### src/rtl/i2c_scl_timer_pkg.sv
package i2c_scl_timer_pkg;

    localparam int DIV_W  = 12;
    localparam int BASE_W = 10;
    localparam int EXT_W  = DIV_W - BASE_W;
    localparam int CNT_W  = DIV_W + 1;

    typedef enum logic [1:0] {
        PH_IDLE = 2'd0,
        PH_LOW  = 2'd1,
        PH_HIGH = 2'd2
    } phase_e;

    typedef struct packed {
        logic [CNT_W-1:0] high_len;
        logic [CNT_W-1:0] low_len;
    } phase_len_t;

    // A zero count would never expire, so it is lifted to one.
    function automatic logic [DIV_W-1:0] nz_count(input logic [DIV_W-1:0] v);
        return (v == '0) ? DIV_W'(1) : v;
    endfunction

endpackage

### src/rtl/scl_len_calc.sv
module scl_len_calc
    import i2c_scl_timer_pkg::*;
(
    input  logic [BASE_W-1:0] div_base,
    input  logic [EXT_W-1:0]  div_ext,
    input  logic [DIV_W-1:0]  low_count,
    input  logic              split_en,
    output phase_len_t        lens
);
    logic [DIV_W-1:0] div_full;
    logic [DIV_W-1:0] div_nz;
    logic [DIV_W-1:0] low_nz;

    assign div_full = {div_ext, div_base};
    assign div_nz   = nz_count(div_full);
    assign low_nz   = nz_count(low_count);

    always_comb begin
        if (split_en) begin
            lens.high_len = {1'b0, div_nz};
            lens.low_len  = {1'b0, low_nz};
        end else begin
            // two quarter-period units per phase
            lens.high_len = {div_nz, 1'b0};
            lens.low_len  = {div_nz, 1'b0};
        end
    end
endmodule

### src/rtl/scl_line_sync.sv
module scl_line_sync #(
    parameter int STAGES = 2
) (
    input  logic clk,
    input  logic rst,
    input  logic din,
    output logic dout
);
    generate
        if (STAGES == 0) begin : g_direct
            assign dout = din;
        end else begin : g_chain
            for (genvar i = 0; i < STAGES; i++) begin : g_st
                logic q;
                if (i == 0) begin : g_first
                    always_ff @(posedge clk) begin
                        if (rst) q <= 1'b1;
                        else     q <= din;
                    end
                end else begin : g_next
                    always_ff @(posedge clk) begin
                        if (rst) q <= 1'b1;
                        else     q <= g_st[i-1].q;
                    end
                end
            end
            assign dout = g_st[STAGES-1].q;
        end
    endgenerate
endmodule

### src/rtl/scl_phase_fsm.sv
module scl_phase_fsm
    import i2c_scl_timer_pkg::*;
(
    input  logic             clk,
    input  logic             rst,
    input  logic             run,
    input  logic             sensed,
    input  phase_len_t       lens,
    output phase_e           phase,
    output logic [CNT_W-1:0] cnt
);
    localparam logic [CNT_W-1:0] ONE = CNT_W'(1);

    always_ff @(posedge clk) begin
        if (rst || !run) begin
            phase <= PH_IDLE;
            cnt   <= '0;
        end else begin
            case (phase)
                PH_IDLE: begin
                    phase <= PH_LOW;
                    cnt   <= '0;
                end
                PH_LOW: begin
                    if ((cnt >= lens.low_len - ONE) && !sensed) begin
                        phase <= PH_HIGH;
                        cnt   <= '0;
                    end else if (cnt != '1) begin
                        cnt <= cnt + ONE;
                    end
                end
                PH_HIGH: begin
                    if (sensed) begin
                        if (cnt == lens.high_len - ONE) begin
                            phase <= PH_LOW;
                            cnt   <= '0;
                        end else begin
                            cnt <= cnt + ONE;
                        end
                    end
                end
                default: begin
                    phase <= PH_IDLE;
                    cnt   <= '0;
                end
            endcase
        end
    end
endmodule

### src/rtl/scl_strobe_dec.sv
module scl_strobe_dec
    import i2c_scl_timer_pkg::*;
(
    input  phase_e           phase,
    input  logic [CNT_W-1:0] cnt,
    input  logic             sensed,
    input  phase_len_t       lens,
    output logic             stb_fall,
    output logic             stb_mid_low,
    output logic             stb_mid_high
);
    logic in_low;
    logic in_high;

    assign in_low       = (phase == PH_LOW);
    assign in_high      = (phase == PH_HIGH);
    assign stb_fall     = in_low && (cnt == '0);
    assign stb_mid_low  = in_low && (cnt == (lens.low_len >> 1));
    assign stb_mid_high = in_high && sensed && (cnt == (lens.high_len >> 1));
endmodule

### src/rtl/i2c_scl_timer.sv
module i2c_scl_timer
    import i2c_scl_timer_pkg::*;
#(
    parameter int SYNC_STAGES = 2
) (
    input  logic              clk,
    input  logic              rst,
    input  logic              run,
    input  logic [BASE_W-1:0] div_base,
    input  logic [EXT_W-1:0]  div_ext,
    input  logic [DIV_W-1:0]  low_count,
    input  logic              split_en,
    input  logic              scl_in,
    output logic              scl_drive,
    output logic              stb_fall,
    output logic              stb_mid_low,
    output logic              stb_mid_high
);
    phase_len_t       lens;
    phase_e           phase;
    logic [CNT_W-1:0] cnt;
    logic             scl_sensed;

    scl_len_calc u_len (
        .div_base  (div_base),
        .div_ext   (div_ext),
        .low_count (low_count),
        .split_en  (split_en),
        .lens      (lens)
    );

    scl_line_sync #(.STAGES(SYNC_STAGES)) u_sync (
        .clk  (clk),
        .rst  (rst),
        .din  (scl_in),
        .dout (scl_sensed)
    );

    scl_phase_fsm u_fsm (
        .clk    (clk),
        .rst    (rst),
        .run    (run),
        .sensed (scl_sensed),
        .lens   (lens),
        .phase  (phase),
        .cnt    (cnt)
    );

    scl_strobe_dec u_dec (
        .phase        (phase),
        .cnt          (cnt),
        .sensed       (scl_sensed),
        .lens         (lens),
        .stb_fall     (stb_fall),
        .stb_mid_low  (stb_mid_low),
        .stb_mid_high (stb_mid_high)
    );

    assign scl_drive = (phase != PH_LOW);
endmodule

### config.mk
export PLATFORM = sky130hd
export DESIGN_NAME = i2c_scl_timer
export DESIGN_NICKNAME = d
export VERILOG_FILES = /design/src/rtl/i2c_scl_timer_pkg.sv /design/src/rtl/scl_len_calc.sv /design/src/rtl/scl_line_sync.sv /design/src/rtl/scl_phase_fsm.sv /design/src/rtl/scl_strobe_dec.sv /design/src/rtl/i2c_scl_timer.sv
export SDC_FILE = /design/constraint.sdc
export NUM_CORES = 1
export LEC_CHECK = 0
export ABC_AREA = 1
export BUFFER_PORTS_ARGS = -buffer_cell sky130_fd_sc_hd__buf_2
export CORE_MARGIN = 2
export CORE_UTILIZATION = 61
export CTS_BUF_LIST = sky130_fd_sc_hd__clkbuf_4
export DETAILED_ROUTE_END_ITERATION = 16
export PLACE_DENSITY = 0.83
export REMOVE_ABC_BUFFERS = 1
export SLEW_MARGIN = 20
export SYNTH_ARGS = -nofsm -noshare
export SYNTH_HDL_FRONTEND = slang
export SYNTH_SLANG_ARGS = --single-unit
### constraint.sdc
create_clock -name clk -period 4.87 [get_ports clk]
set_clock_uncertainty 0.2 [all_clocks]
set_input_delay 0.2435 -clock clk [delete_from_list [all_inputs] [get_ports clk]]
set_output_delay 0.2435 -clock clk [all_outputs]
set_load 0.005 [all_outputs]
# Word level (Yosys, flattened, before mapping)
# Cells that the tools add are included.
# totals
n_memories	0
ramBits	0
elab_cells	45
romBits	0
register_bits	17
latchBits	0
in_bits	29
# classes
n_lt_le_gt_ge	1
n_mux	12
eq_ne	11
n_shift	0
n_div	0
n_reduce_logical	14
bitwise_logic	0
multipliers	0
addsub	3
# op_table
cell	count
$mux 13	4
$eq 13x12->1	2
$mux 26	1
$pmux 13 s2	1
$sub 13x1->13 const B	2
$logic_not 12->1	2
$mux 12	2
$add 13x1->13 const B	1
$eq 13x13->1	1
$ge 13x13->1	1
$logic_not 13->1	1
$ne 13x13->1 const B	1
$mux 2	3
$ne 2x2->1 const B	3
$pmux 2 s3	1
$logic_and 1x1->1	5
$ne 3x3->1 const B	1
$reduce_and 3->1	1
$eq 2x1->1 const B	1
$eq 2x2->1 const B	1
$logic_not 1->1	2
$logic_not 2->1	1
$ne 2x1->1 const B	1
$reduce_and 2->1	1
$logic_or 1x1->1	1

# Logic depth before layout (Yosys ltp)
# Gate-level depths: netlist of run 1.
# logic_depth
ltp_word	8
depth_mapped	26
depth_no_buf	25

# Cells and area by module
# From an unflattened synthesis of run 1, not the netlist that was laid out.
# unflattened
hier_cells	528
area_unflattened_um2	2891.5
# modules_own_cells
mod	cells_each	area_per_inst_um2	seq_area_each_um2	n_inst
scl_phase_fsm	330	1988.2	300.3	1
scl_strobe_dec	102	469.2	0.0	1
scl_len_calc	87	367.9	0.0	1
scl_line_sync	7	58.8	40.0	1
i2c_scl_timer	2	7.5	0.0	1

# Least setup slack after synthesis of run 1
# OpenSTA, ideal clock, no wires.
# synth_timing
path_type	input port to flip-flop
startpoint	input port split_en
endpoint	register u_fsm.cnt[10]
stages	24
path_buffers	4
path_slack_ns	1.090
t_arrival_ns	3.448
cell_sequence	buf_6 -> buf_6 -> buf_4 -> o21ai_0 -> ha_1 -> nand3_1 -> nor3_2 -> nand3_1 -> nor3_2 -> nand3_1 -> xor2_1 -> ha_1 -> nand2_1 -> nor2_1 -> nand2_1 -> o211a_1 -> nand2_1 -> o21ai_0 -> nand2_1 -> o21ai_1 -> nor2_1 -> buf_2 -> nand3_1 -> a21oi_1
# synth_between
elab_chain_len	6
word_cells_on_any_way	12
cone_classes	add/sub (2); order compare (1); eq/ne (2); mux (5); reduce/logical (2)
# synth_lines
item	line	text
start: declaration	i2c_scl_timer.sv:12	input logic split_en,
$mux 26 (*)	scl_len_calc.sv:19	if (split_en) begin
$sub 13x1->13, on equally long branches	scl_phase_fsm.sv:25, scl_phase_fsm.sv:34	
$ge 13x13->1 or $eq 13x13->1 (tied branches)	scl_phase_fsm.sv:25, scl_phase_fsm.sv:34	
$logic_and 1x1->1 or $mux 13 (tied branches)	scl_phase_fsm.sv:25, scl_phase_fsm.sv:34	
$mux 13, or another cell as far along	scl_phase_fsm.sv:25	if ((cnt >= lens.low_len - ONE) && !sensed) begin
$pmux 13 s2 or $reduce_and 2->1 (tied branches)	n/a	
end signal: assignment	scl_phase_fsm.sv:29	cnt <= cnt + ONE;
end signal: assignment	scl_phase_fsm.sv:38	cnt <= cnt + ONE;
end: declaration	scl_phase_fsm.sv:10	output logic [CNT_W-1:0] cnt
# Every way passes the cells marked *; elsewhere a longest branch is shown, timed or not. The select of a mux whose other input is x is not followed.
# A chain may end at the register's enable or synchronous reset.

# Worst setup path in the final report of run 1
# layout_timing
startpoint	input port split_en
endpoint	register u_fsm.cnt[1]
# The elaborated chain is that of the path after synthesis.

==> summary.txt, run 1 <==
CTS
  • Clock Pin Slew Worst Setup and Hold Paths: 0.11 ns
  • # Post-CTS Setup Buffers: 0
  • Skew-Pair Late Insertion Delay: 0.30 ns
  • Root Buffer: clkbuf_4
  • H-tree Lvls: 1
  • CTS tree: yes
  • Total CTS buffers: 3
  • CTS Buffer Depth: 2
  • Clk sinks: 17

Global route
  • Global-route wire length before repair: 13.0 mm
  • Initial antenna violation count: 0
  • Largest net degree at the start of global routing: 18
  • Vias in the first global route: 2,785
  • Total GRT Usage: 32.2%
  • GRT Residual Overflow: 0

Hold path
  • Type of the most critical hold path: reg2reg

Logic synthesis
  • Post-Synth Simple-Gate Area: 37.5%
  • Number of flops mapped to enable cells by yosys: 0
  • Cell Area, Synth: 0.00269 mm²
  • XOR/XNOR Fraction of Synth Area: 13.4%
  • Main combinational cell family by area after synthesis: simple AND/OR/NAND/NOR gates
  • Synth warn: 0
  • Ys flop type: dfxtp_1
  • Post-synthesis sequential area ratio: 12.7%
  • Synth Area in Compound Gates: 15.2%
  • Post-Synth Adder-Cell Area: 9.32%
  • Synth unique cells: 45
  • Cell count after synthesis: 427
  • Synth async-reset ratio: 0%
  • Syn Area/Cell: 6.29 µm²
  • Synthesis-stage register bit count: 17
  • Multiplexer share of the synthesized area: 0%

Power
  • Sw Pwr: 0.166 mW
  • Internal power: 0.235 mW
  • Pleak: 1.34 nW
  • Flop pwr share: 35.7%
  • Sw frac: 41.4%
  • Comb power frac: 44.5%
  • Clk pwr share: 19.8%
  • Largest vdd supply drop: 0.132 mV
  • Tot Pwr: 0.401 mW
  • PD cells: 139 mW/mm²

Route
  • Initial drt markers: 267
  • Drt pass-1 iters: 6
  • Drt total wl: 7.73 mm
  • # DRC: 0
  • Via density: 5.86
  • Via count: 2,965
  • Wire per inst: 15.3 µm
  • Final ANT Viol Nets: 0

STA
  • FMAX: 237 MHz
  • Slew margin rel.: 61.5%
  • Endpoints failing hold: 0
  • Fin. max-slew vios: 0
  • Period utilization: 86.5%
  • Worst Max-Slew Pin Slew: 0.576 ns
  • Final setup vio count: 0
  • RSZ-0062 raised after global routing: false
  • Final TNS setup: 0 ns
  • Fin crit period: 4.21 ns

Worst setup path
  • CP delay by family, top: simple AND/OR/NAND/NOR gates
  • Worst setup SP type: primary input
  • Crit Path Max Fanout: 17
  • CP Capture Type: register
  • Slowest-stage cell, CP: nor2_2
  • Worst Path Class, Setup: in2reg
  • WP data arrival: 4.25 ns
  • Slowest stage delay, CP: 0.47 ns
  • Critical Path RT: 4.90 ns
  • Sum of buffers and inverters on the critical path: 2
  • Worst path cell trace: buf_2 -> inv_4 -> o21ai_1 -> ha_1 -> nand3_1 -> nor3_2 -> nand3_1 -> nor3_2 -> nand3_1 -> xor2_1 -> ha_1 -> nand2_1 -> nor2_1 -> nand2_1 -> o211a_1 -> nand2_1 -> o21ai_0 -> nand2_1 -> o21ai_1 -> nor2_2 -> nand3_1 -> a21oi_1
  • R2R Setup Slk: 1.65 ns

Floorplanning
  • Initial core utilization: 62.6%
  • Core area: 0.00429 mm²
  • Die Wd: 70.4 µm
  • Die footprint: 0.00495 mm²
  • Site Rows: 24
  • Die H: 70.4 µm
  • I/O pin total: 33

Run status
  • Status: finished, final reports clean

Layout
  • Ant. Diodes: 0
  • Area taken by multi-input logic gates: 0.00203 mm²
  • Commonest non-fill, non-tap cells in the layout: nand2_1, inv_1, nor2_1
  • Post-route insts no fill: 506
  • Commonest non-fill, non-tap cell in the layout: nand2_1
  • Area added between synthesis and finish: 7.68%
  • Fillers: 412
  • Share of cells above drive strength 1: 16.1%
  • Sequential Area: 340 µm²
  • Finished Core Util: 67.4%
  • Fin nets: 504

Place
  • Gpl congestion: 1.00
  • Placed Instances: 499
  • IO Port Bufs: 32
  • HPWL Detailed: 6.04 mm

Job
  • Count of max-cap constraint violations: 0
synthesized netlist by cell type (3+ instances only):
| cell | count | area, µm² |
|---|---|---|
| nor2_1 | 41 | 154 |
| dfxtp_1 | 17 | 340 |
| or2_2 | 3 | 18.8 |
| o22ai_1 | 3 | 18.8 |
| nand2_2 | 5 | 31.3 |
| nand3_2 | 6 | 60.1 |
| inv_1 | 56 | 210 |
| nor2_2 | 5 | 31.3 |
| nand3_1 | 27 | 135 |
| a21oi_1 | 27 | 135 |
| nand2_1 | 93 | 349 |
| xor2_1 | 38 | 333 |
| o21ai_0 | 11 | 55.1 |
| clkbuf_1 | 4 | 15.0 |
| nor4_1 | 5 | 31.3 |
| xnor2_1 | 3 | 26.3 |
| o21ai_2 | 6 | 52.6 |
| nor3_1 | 7 | 35.0 |
| ha_1 | 20 | 250 |
| nand4_1 | 12 | 75.1 |
| o21ai_1 | 3 | 15.0 |
| buf_6 | 3 | 33.8 |
| buf_2 | 4 | 20.0 |
final cells by class:
type | instances | area share [%]
inverter | 59 | 7.74
clock inverter | 1 | 0.260
timing repair buffer | 37 | 7.09
clock buffer | 3 | 0.779
sequential | 17 | 11.8
tap | 52 | 2.25
multi-input combinational | 337 | 70.1
timing repair:
action                                  CTS  global route
endpoints found under the setup margin    0             2
hold endpoints to repair                  2             0
resized for setup                         0             1
hold buffers                              3             0
registers in the layout, indices dropped and copies added (netlist names):
name,count
u_fsm.cnt,13
u_fsm.phase,2
u_sync.dout,1
u_sync.g_chain.g_st.q,1
power by group through the flow:
stage	Combinational, mW	Clock, mW	Sequential, mW
2_1_floorplan	0.123	0	0.146
3_3_place_gp	0.169	0	0.146
3_5_place_dp	0.172	0	0.146
4_1_cts	0.175	0.0813	0.143
5_1_grt	0.199	0.0866	0.144
6_report	0.178	0.0793	0.143
per-layer routing:
layer  routed length (µm)  track usage, %  up-vias
li1                     -               -     1456
met3                  743            4.91       15
met2                 3560            52.2      142
met1                 3280            43.8     1352
met5                    0               0        -
met4                  151            10.0        0
cells by family (layout without fill, tap and decap cells):
group,count (synthesis),after routing
AO/OA/AOI/OAI,64,64
AND/OR/NAND/NOR,212,212
XOR/XNOR,41,41
flip-flops,17,17
adder cells (fa/ha/maj),20,20
buffers and inverters,73,100
through the flow:
stage / cell area (µm²) / setup slack [ns] / hold slack (ns)
final: 2890 / 0.656 / 0.239
after global routing: 2890 / 0.263 / 0.270
after CTS: 2890 / 0.475 / 0.237
after detailed placement: 2830 / 0.138 / 0.213
after global placement: 2830 / 0.441 / 0.193
after floorplan: 2590 / 0.787 / 0.147
path summary, 6_finish.rpt:
check | start | end | cells past startpoint
worst max register to register | u_fsm.cnt[0] | u_fsm.cnt[1] | 10
worst min-delay path | u_sync.g_chain.g_st[0].q | u_sync.dout | 1
worst min register to register | u_sync.g_chain.g_st[0].q | u_sync.dout | 1
worst max-delay path | split_en | u_fsm.cnt[1] | 22
No activity file was read; power rests on OpenSTA's default activity.
==> inputs of run 2 (changes only) <==
--- a/config.mk
+++ b/config.mk
@@ -6,12 +6,11 @@
 export NUM_CORES = 1
 export LEC_CHECK = 0
 export ABC_AREA = 1
-export BUFFER_PORTS_ARGS = -buffer_cell sky130_fd_sc_hd__buf_2
+export BUFFER_PORTS_ARGS = -buffer_cell sky130_fd_sc_hd__buf_4
 export CORE_MARGIN = 2
-export CORE_UTILIZATION = 61
+export CORE_UTILIZATION = 40
 export CTS_BUF_LIST = sky130_fd_sc_hd__clkbuf_4
 export DETAILED_ROUTE_END_ITERATION = 16
-export PLACE_DENSITY = 0.83
 export REMOVE_ABC_BUFFERS = 1
 export SLEW_MARGIN = 20
 export SYNTH_ARGS = -nofsm -noshare
==> run 2 against run 1 <==
Count of clock-buffer cells in the layout stayed put. Cell count grew 4.7%. First-iteration DRC count shrank 1.1%. Combinational power increased by 4%. Via count shrank 3.1%. Core utilization fell by 21 points. Highest routed layer unchanged.
==> summary.txt, run 2 (synthesized netlist as in run 1, its figures left out) <==
Layout
  • Finished Core Util: 46.6%
  • Most flops, register: u_fsm.cnt
  • Commonest non-fill, non-tap cells in the layout: nand2_1, inv_1, nor2_1
  • Largest register FFs: 13
  • Fillers: 690
  • Commonest non-fill, non-tap cell in the layout: nand2_1
  • Ant. Diodes: 0
  • Fin nets: 503
  • Area added between synthesis and finish: 11.5%
  • Share of cells above drive strength 1: 15.9%
  • Biggest regs: u_fsm.cnt x13, u_fsm.phase x2

Power
  • Largest vdd supply drop: 0.144 mV
  • Pleak: 1.36 nW
  • Tot Pwr: 0.411 mW
  • PD cells: 137 mW/mm²

Worst setup path
  • Worst setup SP type: primary input
  • Crit Path Max Fanout: 28
  • Slowest-stage cell, CP: nor2_2
  • Critical Path RT: 4.91 ns
  • CP Capture Type: register
  • WP data arrival: 4.22 ns
  • Worst path cell trace: buf_4 -> inv_4 -> o21ai_1 -> ha_1 -> nand3_1 -> nor3_2 -> nand3_1 -> nor3_2 -> nand3_1 -> xor2_1 -> ha_1 -> nand2_1 -> nor2_1 -> nand2_1 -> o211a_1 -> nand2_1 -> o21ai_0 -> nand2_1 -> o21ai_1 -> nor2_2 -> nand3_1 -> a21oi_1
  • Worst reg2reg path depth: 10
  • Worst Path Class, Setup: in2reg
  • Slowest stage delay, CP: 0.48 ns

CTS
  • H-tree Lvls: 1
  • Clock Pin Slew Worst Setup and Hold Paths: 0.11 ns
  • Clk sinks: 17
  • CTS tree: yes
  • Skew-Pair Late Insertion Delay: 0.31 ns
  • CTS Buffer Depth: 2
  • Root Buffer: clkbuf_4
  • Total CTS buffers: 3

Place
  • Gpl congestion: 0.903
  • IO Port Bufs: 32
  • HPWL Detailed: 6.50 mm

Global route
  • GR peak layer: met2
  • Largest net degree at the start of global routing: 29
  • Met3 GRT Util: 3.27%
  • GR Util met2: 37.4%
  • Initial antenna violation count: 0
  • Total GRT Usage: 23.7%
  • Met1 GRT Util: 34.8%
  • GRT Residual Overflow: 0
  • Vias in the first global route: 2,732
  • Global-route wire length before repair: 13.9 mm

STA
  • Final setup vio count: 0
  • Period utilization: 85.7%
  • Final TNS setup: 0 ns
  • Endpoints failing hold: 0
  • Hold Slack: 0.227 ns
  • Worst Max-Slew Pin Slew: 0.598 ns
  • Fin crit period: 4.18 ns
  • Fin. max-slew vios: 0
  • Slew margin rel.: 60.1%
  • RSZ-0062 raised after global routing: false
  • FMAX: 240 MHz

Route
  • Wire per inst: 15.6 µm
  • Drt total wl: 8.28 mm
  • # DRC: 0
  • Initial drt markers: 264
  • Final ANT Viol Nets: 0
  • Drt pass-1 iters: 7
  • Via count: 2,873
  • Via density: 5.42

Floorplanning
  • Die Wd: 86.0 µm
  • Initial core utilization: 41.8%
  • Die H: 86.0 µm
  • Core area: 0.00642 mm²
  • Site Rows: 29
  • I/O pin total: 33
  • Die footprint: 0.00739 mm²

Run status
  • Status: finished, final reports clean

Hold path
  • Type of the most critical hold path: reg2reg
  • Worst hold stages: 1

Job
  • Count of max-cap constraint violations: 0
run 2: cell count changes in the layout (fill, tap and decap cells not counted):
cell	before	now
clkinv_2	0	1
buf_4	2	33
buf_2	32	0
clkinvlp_4	1	0
run 2: path summary, 6_finish.rpt:
check	start	endpoint	slack (ns)
setup / recovery	split_en	u_fsm.cnt[9]	0.69
hold / removal	u_sync.g_chain.g_st[0].q	u_sync.dout	0.23
setup reg to reg	u_fsm.cnt[0]	u_fsm.cnt[9]	1.68
hold reg to reg	u_sync.g_chain.g_st[0].q	u_sync.dout	0.23
run 2: final cells by class:
class | count | area, µm² | area share, %
multi-input cells | 337 | 2030 | 67.7
flip-flops and latches | 17 | 340 | 11.4
repair buffers | 36 | 278 | 9.28
inverters | 59 | 224 | 7.48
well taps | 77 | 96.3 | 3.22
clock buffers | 3 | 22.5 | 0.752
clock inverters | 1 | 5.00 | 0.167
run 2: critical path, delay by kind of cell:
family | cells | cell delay [ns]
AOI/OAI and AO/OA | 5 | 0.79
xor gates and xnor gates | 1 | 0.18
adders and majority gates | 2 | 0.58
buffers and inverters | 2 | 0.45
and+or+nand+nor | 12 | 1.98
run 2: report_power, final:
| group | internal (mW) | switching, mW | total, mW | leakage, nW |
|---|---|---|---|---|
| clock network | 0.0307 | 0.0512 | 0.0819 | 0.0177 |
| registers | 0.141 | 0.00180 | 0.143 | 0.138 |
| logic | 0.0687 | 0.117 | 0.186 | 1.20 |
run 2: stage by stage:
step / cell area, µm² / instances / worst slack [ns]
2_1_floorplan: 2590 / 413 / 0.787
3_3_place_gp: 2930 / 523 / 0.327
3_5_place_dp: 2930 / 523 / 0.133
4_1_cts: 2990 / 530 / 0.437
5_1_grt: 2990 / 530 / 0.295
6_report: 2990 / 530 / 0.695
run 2: metal layers:
metal / wire length, µm / vias up
met5: 0 / -
met2: 3780 / 93
met3: 411 / 11
met4: 79 / 0
li1: - / 1454
met1: 4010 / 1315
run 2: repair_timing:
| item | in CTS | in global routing |
|---|---|---|
| resized for setup | 0 | 1 |
| hold buffers | 3 | 0 |
| endpoints found under the setup margin | 0 | 4 |
| buffers inserted | 0 | 0 |
| hold endpoints to repair | 2 | 0 |
==> inputs of run 3 (changes only) <==
--- a/config.mk
+++ b/config.mk
@@ -6,11 +6,12 @@
 export NUM_CORES = 1
 export LEC_CHECK = 0
 export ABC_AREA = 1
-export BUFFER_PORTS_ARGS = -buffer_cell sky130_fd_sc_hd__buf_4
 export CORE_MARGIN = 2
 export CORE_UTILIZATION = 40
 export CTS_BUF_LIST = sky130_fd_sc_hd__clkbuf_4
 export DETAILED_ROUTE_END_ITERATION = 16
+export DONT_BUFFER_PORTS = 1
+export RECOVER_POWER = 100
 export REMOVE_ABC_BUFFERS = 1
 export SLEW_MARGIN = 20
 export SYNTH_ARGS = -nofsm -noshare
==> run 3 against run 2 <==
Sequential power barely moved. Via count fell by 3.7%. Global-route usage fell by 1.4 points. Cell count fell by 5.8%. Maximum frequency rose by 2.0%. Worst setup slack improved by 0.081 ns. Critical path depth rose by 5. Critical path type unchanged. Non-clock buffer count fell by 31. Worst hold slack got worse by 0.10 ns. First-iteration DRC count fell by 1.9%. Power fell by 8.1%. Highest routed layer unchanged. Die area did not move.
==> summary.txt, run 3 (synthesized netlist as in run 1, its figures left out) <==
Power
  • Sw frac: 40.0%
  • Comb power frac: 40.8%
  • Tot Pwr: 0.378 mW
  • Clk pwr share: 21.3%
  • Sw Pwr: 0.151 mW
  • Flop pwr share: 37.9%
  • Largest vdd supply drop: 0.0910 mV
  • Pleak: 1.20 nW
  • PD cells: 138 mW/mm²
  • Internal power: 0.227 mW

STA
  • Final TNS setup: 0 ns
  • Period utilization: 84.1%
  • Fin. max-slew vios: 0
  • Worst Max-Slew Pin Slew: 0.501 ns
  • Final setup vio count: 0
  • FMAX: 244 MHz
  • Fin crit period: 4.09 ns
  • RSZ-0062 raised after global routing: false
  • Slew margin rel.: 65.8%
  • Endpoints failing hold: 0
  • Hold Slack: 0.123 ns

Global route
  • Vias in the first global route: 2,708
  • Global-route wire length before repair: 13.2 mm
  • Total GRT Usage: 22.3%
  • Largest net degree at the start of global routing: 29
  • GRT Residual Overflow: 0
  • Initial antenna violation count: 0

Worst setup path
  • Slowest stage delay, CP: 0.32 ns
  • WP data arrival: 4.08 ns
  • Slowest-stage cell, CP: ha_1
  • Crit Path Max Fanout: 14
  • Top cell by count, worst path: nand2_1
  • Critical Path RT: 4.85 ns
  • CP Capture Type: register
  • Worst Path Class, Setup: in2reg
  • Worst setup SP type: primary input

Layout
  • Biggest regs: u_fsm.cnt x13, u_fsm.phase x2
  • Largest register FFs: 13
  • Ant. Diodes: 0
  • Commonest non-fill, non-tap cell in the layout: nand2_1
  • Commonest non-fill, non-tap cells in the layout: nand2_1, inv_1, nor2_1
  • Area added between synthesis and finish: 1.68%
  • Fin nets: 472
  • Share of cells above drive strength 1: 8.06%
  • Finished Core Util: 42.5%
  • Fillers: 700
  • Most flops, register: u_fsm.cnt
  • Area taken by multi-input logic gates: 0.00200 mm²
  • Sequential Area: 340 µm²

CTS
  • CTS resizes: 0
  • Total CTS buffers: 3
  • Clk sinks: 17
  • Skew-Pair Late Insertion Delay: 0.30 ns
  • CTS Buffer Depth: 2
  • Root Buffer: clkbuf_4
  • CTS tree: yes
  • Clock Pin Slew Worst Setup and Hold Paths: 0.11 ns
  • H-tree Lvls: 1

Route
  • Initial drt markers: 259
  • Final ANT Viol Nets: 0
  • Via count: 2,767
  • # DRC: 0
  • Drt total wl: 7.83 mm
  • Wire per inst: 15.7 µm
  • Via density: 5.55
  • Drt pass-1 iters: 6

Hold path
  • Type of the most critical hold path: in2reg

Run status
  • Status: finished, final reports clean

Floorplanning
  • I/O pin total: 33
  • Initial core utilization: 41.8%
  • Die H: 86.0 µm
  • Core area: 0.00642 mm²
  • Site Rows: 29
  • Die footprint: 0.00739 mm²
  • Die Wd: 86.0 µm

Place
  • HPWL Detailed: 6.11 mm
  • Gpl congestion: 0.929
  • IO Port Bufs: 0

Job
  • Count of max-cap constraint violations: 0
==> run 3: through the flow <==
stage	area, µm²	setup slack [ns]	std cells
floorplan	2590	0.787	413
finish	2730	0.776	499
detailed placement	2700	0.737	492
global route	2730	0.337	499
CTS	2760	1.04	499
global placement	2700	0.880	492
==> run 3: timing repair <==
action,4_1_cts,5_1_grt
endpoints found under the hold margin,2,0
setup buffers,0,0
hold buffers,3,0
==> run 3: routing by layer <==
layer	part of all wire, %	wire length [µm]	GRT usage, %	vias up
met3	7.3	568	5.39	24
met1	46	3580	29.7	1247
met5	0	0	0	-
li1	-	-	-	1392
met4	2.3	181	4.91	0
met2	45	3500	36.4	104
==> run 3: power groups by stage <==
stage / clock (mW) / combinational, mW / sequential (mW)
floorplan: 0 / 0.123 / 0.146
global placement: 0 / 0.152 / 0.146
detailed placement: 0 / 0.152 / 0.146
CTS: 0.0840 / 0.155 / 0.143
global route: 0.0909 / 0.176 / 0.144
finish: 0.0805 / 0.154 / 0.143
==> run 3: worst paths after layout <==
path,start,end,slack [ns],cells after the start
max reg2reg,u_fsm.cnt[2],u_fsm.cnt[3],1.80,15
max,div_ext[1],u_fsm.cnt[3],0.78,27
min,run,u_fsm.cnt[11],0.12,2
min reg2reg,u_sync.g_chain.g_st[0].q,u_sync.dout,0.24,1
==> run 3: cell type report <==
cell class / instances / area share [%]
flip-flops and latches: 17 / 12.5
well taps: 77 / 3.53
inverters: 59 / 8.20
clock inverters: 1 / 0.275
clock buffers: 3 / 0.825
repair buffers: 5 / 1.65
multi-input cells: 337 / 73.1
==> run 3: worst max-delay path: cells and delay by family <==
family	cells	cell delay, ns
adders and majority gates	2	0.58
buffers and inverters	3	0.43
xor gates and xnor gates	1	0.17
AOI/OAI and AO/OA	5	0.77
and+or+nand+nor	16	1.93
